## src/rtl/adcw_pkg.sv

```systemverilog
package adcw_pkg;
    localparam int unsigned LIM_W_DEF = 8;
    localparam int unsigned RES_W_DEF = 10;

    typedef enum logic {
        WIN_INSIDE  = 1'b0,
        WIN_OUTSIDE = 1'b1
    } win_mode_e;

    typedef enum logic {
        SEL_UPPER = 1'b0,
        SEL_LOWER = 1'b1
    } lim_sel_e;
endpackage

```

## src/rtl/adcw_limit_regs.sv

```systemverilog
module adcw_limit_regs
    import adcw_pkg::*;
#(
    parameter int unsigned LIM_W = LIM_W_DEF
) (
    input  logic             clk_i,
    input  logic             rst_ni,
    input  logic             conv_en_i,
    input  logic             wr_en_i,
    input  logic             wr_sel_i,
    input  logic [LIM_W-1:0] wr_data_i,
    input  logic             rd_sel_i,
    output logic [LIM_W-1:0] hi_o,
    output logic [LIM_W-1:0] lo_o,
    output logic [LIM_W-1:0] rd_data_o,
    output logic             err_o
);
    localparam logic [LIM_W-1:0] HI_RST = {LIM_W{1'b1}};
    localparam logic [LIM_W-1:0] LO_RST = '0;

    typedef struct packed {
        logic [LIM_W-1:0] hi;
        logic [LIM_W-1:0] lo;
        logic             err;
    } regs_t;

    regs_t regs_d, regs_q;

    always_comb begin
        regs_d = regs_q;
        if (wr_en_i) begin
            if (conv_en_i) begin
                regs_d.err = 1'b1;
            end else if (wr_sel_i == SEL_UPPER) begin
                regs_d.hi = wr_data_i;
            end else begin
                regs_d.lo = wr_data_i;
            end
        end
    end

    always_ff @(posedge clk_i or negedge rst_ni) begin
        if (!rst_ni) begin
            regs_q <= '{hi: HI_RST, lo: LO_RST, err: 1'b0};
        end else begin
            regs_q <= regs_d;
        end
    end

    assign hi_o      = regs_q.hi;
    assign lo_o      = regs_q.lo;
    assign err_o     = regs_q.err;
    assign rd_data_o = (rd_sel_i == SEL_UPPER) ? regs_q.hi : regs_q.lo;
endmodule

```

## src/rtl/adcw_sample_select.sv

```systemverilog
module adcw_sample_select
    import adcw_pkg::*;
#(
    parameter int unsigned RES_W = RES_W_DEF,
    parameter int unsigned LIM_W = LIM_W_DEF
) (
    input  logic [RES_W-1:0] result_i,
    input  logic             wide_i,
    output logic [LIM_W-1:0] sample_o
);
    generate
        if (RES_W > LIM_W) begin : g_trim
            always_comb begin
                sample_o = wide_i ? result_i[RES_W-1 -: LIM_W] : result_i[LIM_W-1:0];
            end
        end else begin : g_direct
            logic unused_wide;
            assign unused_wide = wide_i;
            always_comb begin
                sample_o = result_i[LIM_W-1:0];
            end
        end
    endgenerate
endmodule

```

## src/rtl/adcw_range_eval.sv

```systemverilog
module adcw_range_eval
    import adcw_pkg::*;
#(
    parameter int unsigned LIM_W = LIM_W_DEF
) (
    input  logic [LIM_W-1:0] sample_i,
    input  logic [LIM_W-1:0] hi_i,
    input  logic [LIM_W-1:0] lo_i,
    input  logic             mode_i,
    output logic             pass_o
);
    logic above, below;

    always_comb begin
        above = sample_i > hi_i;
        below = sample_i < lo_i;
        if (mode_i == WIN_OUTSIDE) begin
            pass_o = above | below;
        end else begin
            pass_o = ~(above | below);
        end
    end
endmodule

```

## src/rtl/adc_window_gate.sv

```systemverilog
module adc_window_gate
    import adcw_pkg::*;
#(
    parameter int unsigned RES_W = RES_W_DEF,
    parameter int unsigned LIM_W = LIM_W_DEF
) (
    input  logic             clk_i,
    input  logic             rst_ni,
    input  logic             conv_done_i,
    input  logic [RES_W-1:0] result_i,
    input  logic             res10_i,
    input  logic             conv_en_i,
    input  logic             range_mode_i,
    input  logic             wr_en_i,
    input  logic             wr_addr_i,
    input  logic [LIM_W-1:0] wr_data_i,
    input  logic             rd_addr_i,
    output logic [LIM_W-1:0] rd_data_o,
    output logic             wr_err_o,
    output logic             irq_o
);
    typedef struct packed {
        logic irq;
    } gate_t;

    gate_t            gate_d, gate_q;
    logic [LIM_W-1:0] lim_hi, lim_lo, sample;
    logic             pass;

    adcw_limit_regs #(.LIM_W(LIM_W)) u_regs (
        .clk_i     (clk_i),
        .rst_ni    (rst_ni),
        .conv_en_i (conv_en_i),
        .wr_en_i   (wr_en_i),
        .wr_sel_i  (wr_addr_i),
        .wr_data_i (wr_data_i),
        .rd_sel_i  (rd_addr_i),
        .hi_o      (lim_hi),
        .lo_o      (lim_lo),
        .rd_data_o (rd_data_o),
        .err_o     (wr_err_o)
    );

    adcw_sample_select #(.RES_W(RES_W), .LIM_W(LIM_W)) u_sel (
        .result_i (result_i),
        .wide_i   (res10_i),
        .sample_o (sample)
    );

    adcw_range_eval #(.LIM_W(LIM_W)) u_eval (
        .sample_i (sample),
        .hi_i     (lim_hi),
        .lo_i     (lim_lo),
        .mode_i   (range_mode_i),
        .pass_o   (pass)
    );

    always_comb begin
        gate_d     = gate_q;
        gate_d.irq = conv_done_i & pass;
    end

    always_ff @(posedge clk_i or negedge rst_ni) begin
        if (!rst_ni) begin
            gate_q <= '0;
        end else begin
            gate_q <= gate_d;
        end
    end

    assign irq_o = gate_q.irq;
endmodule

```

## config.mk

```make
export PLATFORM = sky130hd
export DESIGN_NAME = adc_window_gate
export DESIGN_NICKNAME = d
export VERILOG_FILES = /design/src/rtl/adcw_pkg.sv /design/src/rtl/adcw_limit_regs.sv /design/src/rtl/adcw_sample_select.sv /design/src/rtl/adcw_range_eval.sv /design/src/rtl/adc_window_gate.sv
export SDC_FILE = /design/constraint.sdc
export NUM_CORES = 1
export LEC_CHECK = 0
export BUFFER_PORTS_ARGS = -buffer_cell sky130_fd_sc_hd__buf_2
export CAP_MARGIN = 20
export CORE_MARGIN = 4
export CORE_UTILIZATION = 45
export DETAILED_ROUTE_END_ITERATION = 16
export PLACE_DENSITY = 0.78
export SLEW_MARGIN = 20
export SYNTH_ARGS = -nofsm -noshare
export SYNTH_HDL_FRONTEND = slang
export SYNTH_HIERARCHICAL = 1
export SYNTH_SLANG_ARGS = --single-unit
```

## constraint.sdc

```tcl
create_clock -name clk_i -period 2.8 [get_ports clk_i]
set_clock_uncertainty 0.15 [all_clocks]
set_input_delay 0.28 -clock clk_i [delete_from_list [all_inputs] [get_ports clk_i]]
set_output_delay 0.28 -clock clk_i [all_outputs]
set_load 0.1 [all_outputs]
```

# Word level (Yosys, flattened, before mapping)
# Cells that the tools add are included.
# word_totals
regBits	18
latchBits	0
ramBits	0
romBits	0
inputBits	27
output_inout_bits	10
word_cells	17
n_memories	0
# classes
addsub	0
multipliers	0
div	0
magnitude_cmp	2
eq_ne	0
shift	0
mux	3
n_bitwise	5
reduce_logical	3
# ops
operator	count
two-way mux 8 bit	2
greater-than comparator 8 bit	1
less-than comparator 8 bit	1
AND reduction 3 bit	2
inverter 1 bit	3
AND reduction 2 bit	1
bitwise AND 1 bit	1
two-way mux 1 bit	1
OR 1 bit	1

# Depth between registers and ports, before layout
# Gate-level depths: netlist (run 1).
# depth
depth_word	6
depth_mapped	11
ltp_nobuf	10

# Hierarchy
# The synthesis (run 1) kept the hierarchy.
# modules_own_cells
module	n_inst	cells_each	area_per_inst_um2	seq_area_each_um2
adcw_limit_regs	1	45	749.5	435.4
adcw_range_eval	1	54	396.6	0.0
adcw_sample_select	1	9	131.4	0.0
adc_window_gate	1	2	31.3	25.0

# Worst setup path before layout (run 1)
# No wires, ideal clock.
# synth_timing
path_type	in2reg
from	input res10_i
to	register gate_q, in the netlist irq_o
setup_time_ns	0.119
arrival_time_ns	1.948
required_ns	2.531
slack_ns	0.583
stages	10
path_buffers	1
cell_sequence	buf_6 mux2_4 ha_1 nor2b_4 o211ai_2 a21oi_1 a2111oi_2 o2bb2ai_1 xnor2_1 and2_1
# synth_via
elab_chain_cells	6
elab_cells_between_ends	7
classes_between	order compare: 2; mux: 2; bitwise: 3
# synth_rtl
item	line	source
from (decl)	adc_window_gate.sv:11	input logic res10_i,
two-way mux 8 bit (*)	adcw_sample_select.sv:14	sample_o = wide_i ? result_i[RES_W-1 -: LIM_W] : result_i[LIM_W-1:0];
via sample[1]	adc_window_gate.sv:27	logic [LIM_W-1:0] lim_hi, lim_lo, sample;
greater-than comparator 8 bit / less-than comparator 8 bit (equally long branches)	adcw_range_eval.sv:15, adcw_range_eval.sv:16	
OR 1 bit (*)	adcw_range_eval.sv:18, adcw_range_eval.sv:20	
inverter 1 bit	adcw_range_eval.sv:20	pass_o = ~(above | below);
two-way mux 1 bit (*)	adcw_range_eval.sv:17	if (mode_i == WIN_OUTSIDE) begin
via pass	adc_window_gate.sv:28	logic pass;
bitwise AND 1 bit (*)	adc_window_gate.sv:60	gate_d.irq = conv_done_i & pass;
via gate_d	adc_window_gate.sv:26	gate_t gate_d, gate_q;
to (signal assigned)	adc_window_gate.sv:67	gate_q <= gate_d;
to (decl)	adc_window_gate.sv:26	
# The timed path passes the listed nets; every way through them passes the cells marked *.
# A chain may end at the register's enable or synchronous reset.

# Worst setup path after layout (run 1)
# layout_timing
from	register u_regs.regs_q[10], in the netlist u_regs/hi_o[1]
to	register gate_q, in the netlist irq_o
# layout_via
elab_chain_cells	5
# layout_rtl
item	line	source
from (decl)	adcw_limit_regs.sv:27	regs_t regs_d, regs_q;
from (signal assigned)	adcw_limit_regs.sv:44	regs_q <= '{hi: HI_RST, lo: LO_RST, err: 1'b0};
from (signal assigned)	adcw_limit_regs.sv:46	regs_q <= regs_d;
greater-than comparator 8 bit (*)	adcw_range_eval.sv:15	above = sample_i > hi_i;
OR 1 bit (*)	adcw_range_eval.sv:18, adcw_range_eval.sv:20	
inverter 1 bit	adcw_range_eval.sv:20	
two-way mux 1 bit (*)	adcw_range_eval.sv:17	
via pass	adc_window_gate.sv:28	
bitwise AND 1 bit (*)	adc_window_gate.sv:60	
via gate_d	adc_window_gate.sv:26	
# Marks and branches as above.

==> results of run 1 <==
==> through the flow <==
step                utilization (%)  total power, mW  worst slack [ns]  cell area, um2
floorplan                         -            0.775             0.583            1310
global placement               54.8            0.858             0.420            1510
detailed placement             54.8            0.885             0.348            1510
CTS                            56.0             1.01             0.652            1540
global route                   56.0             1.06             0.567            1540
finish                         56.0             1.01             0.647            1540
==> kinds of logic (layout without fill, tap and decap cells) <==
group           count (synthesis)  after routing  synth area share [%]
fa+ha+maj                      15             15                  14.3
compound gates                 13             13                  6.88
mux                            32             32                  29.8
xor+xnor                        1              1                 0.669
simple gates                   13             13                  7.27
flops                          18             18                  35.2
buf+inv                        18             56                  5.83
==> power groups by stage <==
stage          combinational (mW)  clock [mW]  sequential [mW]
2_1_floorplan               0.403           0            0.372
3_3_place_gp                0.501           0            0.357
3_5_place_dp                0.522           0            0.363
4_1_cts                     0.525       0.131            0.358
5_1_grt                     0.557       0.139            0.365
6_report                    0.523       0.126            0.357
==> worst max-delay path, stage by stage, from the launching register on <==
cell and delay [ns]:
dfstp_2 0.55, inv_1 0.05, ha_1 0.29, nor2b_4 0.13, o211ai_2 0.13, a21oi_1 0.09
a2111oi_2 0.29, o2bb2ai_1 0.12, xnor2_1 0.13, and2_1 0.13
==> worst paths after layout <==
kind | start | end | slack, ns | depth (start not counted)
worst min register to register | u_regs/err_o$_DFFE_PN0P_ | u_regs/err_o$_DFFE_PN0P_ | 0.33 | 1
max in group asynchronous | rst_ni | u_regs/hi_o[3]$_DFFE_PN1P_ | 1.89 | 2
worst max-delay path | u_regs/hi_o[1]$_DFFE_PN1P_ | irq_o$_DFF_PN0_ | 0.65 | 9
min in group asynchronous | rst_ni | u_regs/err_o$_DFFE_PN0P_ | 0.29 | 2
worst min-delay path | conv_done_i | irq_o$_DFF_PN0_ | 0.05 | 2
worst max register to register | u_regs/hi_o[1]$_DFFE_PN1P_ | irq_o$_DFF_PN0_ | 0.65 | 9
==> Yosys cell counts (2+ instances only) <==
master / count / share of area [%]
nand2_1: 2 / 0.57
mux2_2: 24 / 21
dfrtp_1: 10 / 19
dfstp_2: 8 / 16
nor2_1: 3 / 0.86
inv_1: 16 / 4.6
mux2_4: 8 / 9.2
a21oi_1: 6 / 2.3
nand4_1: 2 / 0.96
o21ai_0: 3 / 1.1
ha_1: 15 / 14
==> metal layers <==
metal  wire, um  global-route usage, %  vias up
li1           -                      -      471
met1       1190                   19.0      456
met2       1370                   26.9       40
met3        210                   3.72        8
met4         60                   9.39        0
met5          0                      0        -
==> registers in the layout, indices dropped and copies added, names as in the netlist <==
name and cells:
u_regs/lo_o 8, irq_o 1, u_regs/err_o 1, u_regs/hi_o 8
==> area by class of cell <==
class	instances	area [um2]	area share [%]
multi-input cells	74	772	50.0
flip-flops and latches	18	460	29.8
repair buffers	37	190	12.3
inverters	16	60.1	3.89
well taps	31	38.8	2.51
clock buffers	3	22.5	1.46
==> results.toml, run 1 <==
[detailed_routing]
num_vias = 975
drc = 0
first_iter_violations = 47
detail-route-antenna-nets = 0
wirelength_mm = 2.83
routedWlPerCell_um = 15.8
routed_via_density = 5.45
drt-pass1-iter-count = 4

[global_route]
grt_use_total_pct = 16.2
grt_max_degree = 19
grt.overflow.total = 0
antenna_found_initial = 0
grt_pass1_vias = 1018
grt_first_pass_wirelength_mm = 4.37

[worst_setup_path]
crit_type = "register to register"
critical_path_arrival_ns = 2.20
critPathRequiredTime_ns = 2.84
crit_fanout = 3
cp-start-kind = "register"
crit_path_end_kind = "register"

[synth]
ys_warn_count = 6
synth_area_um2 = 1310
ys_ff_latch = 18
synth_edf_count = 0
async_reset_ff_share_pct = 100
syn-num-nets = 152
synth_flop_cell = "dfrtp_1"
synthCells = 110
avgSynthCellArea_um2 = 11.9
synth_seq_area_share_pct = 35.2
yosysUniqueCellTypes = 24

[floorplanning]
rows = 19
die_height_um = 61.9
core_area_um2 = 2760
io_pins = 37
start_util_pct = 47.5
die_area_um2 = 3840
die_x_um = 61.9

[finish]
synthToLayoutAreaGrowth_pct = 18.0
fin_nets = 192
fill_cells = 250
diodes = 0
layout-drive-gt1-share_pct = 57.4
final_cells = 179
final_common_cell = "buf_2"
mostFrequentLayoutCells = "buf_2, mux2_2, inv_1, ha_1, dfrtp_1"

[clocking]
cts_inserted_buffers = 3
cts_tree = "done"
htree_levels = 1
cts_setup_buffers = 0
clock-sinks = 18
path_clk_slew_ns = 0.10
ctsHoldBuffers = 1
cts_resized = 0
cts-root-buf = "clkbuf_4"
clk_latency_ns = 0.29
clock_path_buffers = 2

[sta]
max_slew_margin_pct = 67.6
finalCriticalPeriod_ns = 2.15
hold_viol = 0
setup_viol = 0
fin_hold_ws_ns = 0.0451
finalMaxSlewViolations = 0
tightest_slew_ns = 0.489
rsz0062_at_grt = "no"
period_share_pct = 76.9
tns_ns = 0
fmax_ghz = 0.464

[placement]
gp_congestion = 0.901
placed_cells = 175
dp_hpwl_mm = 2.31
portBuffers = 36

[power]
swShare_pct = 45.7
p_clk_share_pct = 12.5
leakagePower_nw = 0.782
p_int_mw = 0.546
switching_power_mw = 0.460
power.density_nw_per_um2 = 652
seqPwrFrac_pct = 35.5
peakVddDrop_v = 0.000434
combPwrFrac_pct = 52.0

[status]
status = "finished, final reports clean"

[worst_hold_path]
worstHoldPathType = "primary input to register"

[job]
drv_cap = 0
Power figures use the tool's default switching activity.
==> run 2, diff against run 1 <==
==> constraint.sdc (replaced) <==
create_clock -name clk_i -period 2.1 [get_ports clk_i]
set_clock_uncertainty 0.15 [all_clocks]
set_input_delay 0.21 -clock clk_i [delete_from_list [all_inputs] [get_ports clk_i]]
set_output_delay 0.21 -clock clk_i [all_outputs]
set_load 0.1 [all_outputs]
==> results.toml, run 2 (synthesis gave the netlist of run 1 again) <==
[power]
swShare_pct = 44.2
leakagePower_nw = 0.824
peakVddDrop_v = 0.000712
combPwrFrac_pct = 52.1
power.density_nw_per_um2 = 857
seqPwrFrac_pct = 33.1
p_clk_share_pct = 14.8
switching_power_mw = 0.634
p_int_mw = 0.801

[finish]
multi_input_area_um2 = 817
diodes = 0
fin_nets = 200
mostFrequentLayoutCells = "buf_2, mux2_2, inv_1, ha_1, dfrtp_1"
final_cells = 188
final_common_cell = "buf_2"
seq_area_um2 = 460
fill_cells = 229
synthToLayoutAreaGrowth_pct = 28.0
layout-drive-gt1-share_pct = 60.5

[global_route]
grt_pass1_vias = 1137
grt_max_degree = 19
grt_first_pass_wirelength_mm = 5.05
grt_use_total_pct = 18.2
antenna_found_initial = 0
grt.overflow.total = 0

[status]
status = "finished, final reports clean"

[detailed_routing]
detail-route-antenna-nets = 0
drt-pass1-iter-count = 4
wirelength_mm = 2.93
routed_via_density = 5.30
drc = 0
routedWlPerCell_um = 15.6
num_vias = 997
first_iter_violations = 28

[floorplanning]
io_pins = 37
die_x_um = 61.9
rows = 19
die_height_um = 61.9
core_area_um2 = 2760
start_util_pct = 47.5
die_area_um2 = 3840

[worst_setup_path]
critical_path_arrival_ns = 2.04
cpMostUsedCell = "a21oi_2"
crit_type = "register to register"
crit_path_end_kind = "register"
critPathRequiredTime_ns = 2.14
cp_slowest_cell = "dfstp_2"
slowest_delay_ns = 0.54
cp-start-kind = "register"
crit_chain = "inv_1 -> ha_1 -> a21oi_2 -> a21oi_2 -> a2111oi_2 -> o2bb2ai_1 -> xnor2_1 -> and2_1"
crit_fanout = 3

[placement]
placed_cells = 175
gp_congestion = 0.873
portBuffers = 36
dp_hpwl_mm = 2.28

[sta]
fmax_ghz = 0.500
tns_ns = 0
hold_viol = 0
tightest_slew_ns = 0.509
finalMaxSlewViolations = 0
finalCriticalPeriod_ns = 2.00
setup_viol = 0
max_slew_margin_pct = 66.0
period_share_pct = 95.3

[clocking]
htree_levels = 1
path_clk_slew_ns = 0.10
cts_tree = "done"
clk_latency_ns = 0.29
clock-sinks = 18
cts-root-buf = "clkbuf_4"
clock_path_buffers = 2
cts_inserted_buffers = 3

[worst_hold_path]
worstHoldPathType = "primary input to register"

[job]
drv_cap = 0
run 2: area by class of cell:
type	count	area share [%]
repair buffers	45	15.7
clock buffers	4	2.17
flip-flops and latches	18	27.5
multi-input cells	74	48.8
inverters	16	3.58
well taps	31	2.32
run 2: routing by layer:
| layer | vias to the layer above | track usage [%] | wire length [um] |
|---|---|---|---|
| met5 | - | 0 | 0 |
| met4 | 0 | 6.97 | 19 |
| met3 | 2 | 2.89 | 177 |
| met2 | 34 | 30.5 | 1430 |
| met1 | 476 | 23.4 | 1300 |
| li1 | 485 | - | - |
run 2: worst paths after layout:
path,startpoint,end,slack (ns),cells past startpoint
max in group asynchronous,rst_ni,u_regs/hi_o[6]$_DFFE_PN1P_,1.25,2
worst max register to register,u_regs/hi_o[3]$_DFFE_PN1P_,irq_o$_DFF_PN0_,0.1,8
worst max-delay path,u_regs/hi_o[3]$_DFFE_PN1P_,irq_o$_DFF_PN0_,0.1,8
worst min register to register,u_regs/err_o$_DFFE_PN0P_,u_regs/err_o$_DFFE_PN0P_,0.31,1
min in group asynchronous,rst_ni,u_regs/lo_o[2]$_DFFE_PN0P_,0.22,2
worst min-delay path,wr_data_i[7],u_regs/lo_o[7]$_DFFE_PN0P_,0.01,2
run 2: critical path: cells and delay by family, from the launching register on:
kind	cells	cell delay (ns)
flip-flops	1	0.54
XOR/XNOR	1	0.13
AND/OR/NAND/NOR	1	0.13
AO/OA/AOI/OAI	4	0.56
buffers and inverters	1	0.05
adder cells (fa/ha/maj)	1	0.33
run 2: repair_timing:
item                                    in CTS  in global routing
pin swaps                                    1                  2
endpoints found under the setup margin       1                  1
resized for setup                            0                  5
buffers inserted                             1                  2
hold endpoints to repair                    21                  2
hold buffers                                 4                  2
run 2: power groups by stage:
stage | Combinational (mW) | Sequential (mW) | Clock (mW)
global placement | 0.676 | 0.475 | 0
CTS | 0.715 | 0.475 | 0.222
finish | 0.748 | 0.475 | 0.213
global route | 0.804 | 0.487 | 0.240
detailed placement | 0.700 | 0.484 | 0
floorplan | 0.544 | 0.496 | 0
run 2: metrics by stage:
| step | worst slack [ns] | total power, mW | cell area [um2] | hold slack, ns | util, % |
|---|---|---|---|---|---|
| final | 0.0996 | 1.44 | 1680 | 0.0124 | 60.8 |
| after global routing | -0.00207 | 1.53 | 1680 | 0.00574 | 60.8 |
| after CTS | 0.0118 | 1.41 | 1610 | 0.000515 | 58.3 |
| after detailed placement | -0.237 | 1.18 | 1520 | 0.0101 | 55.3 |
| after global placement | -0.169 | 1.15 | 1520 | -0.00120 | 55.3 |
| after floorplan | 0.00590 | 1.04 | 1330 | -0.236 | - |
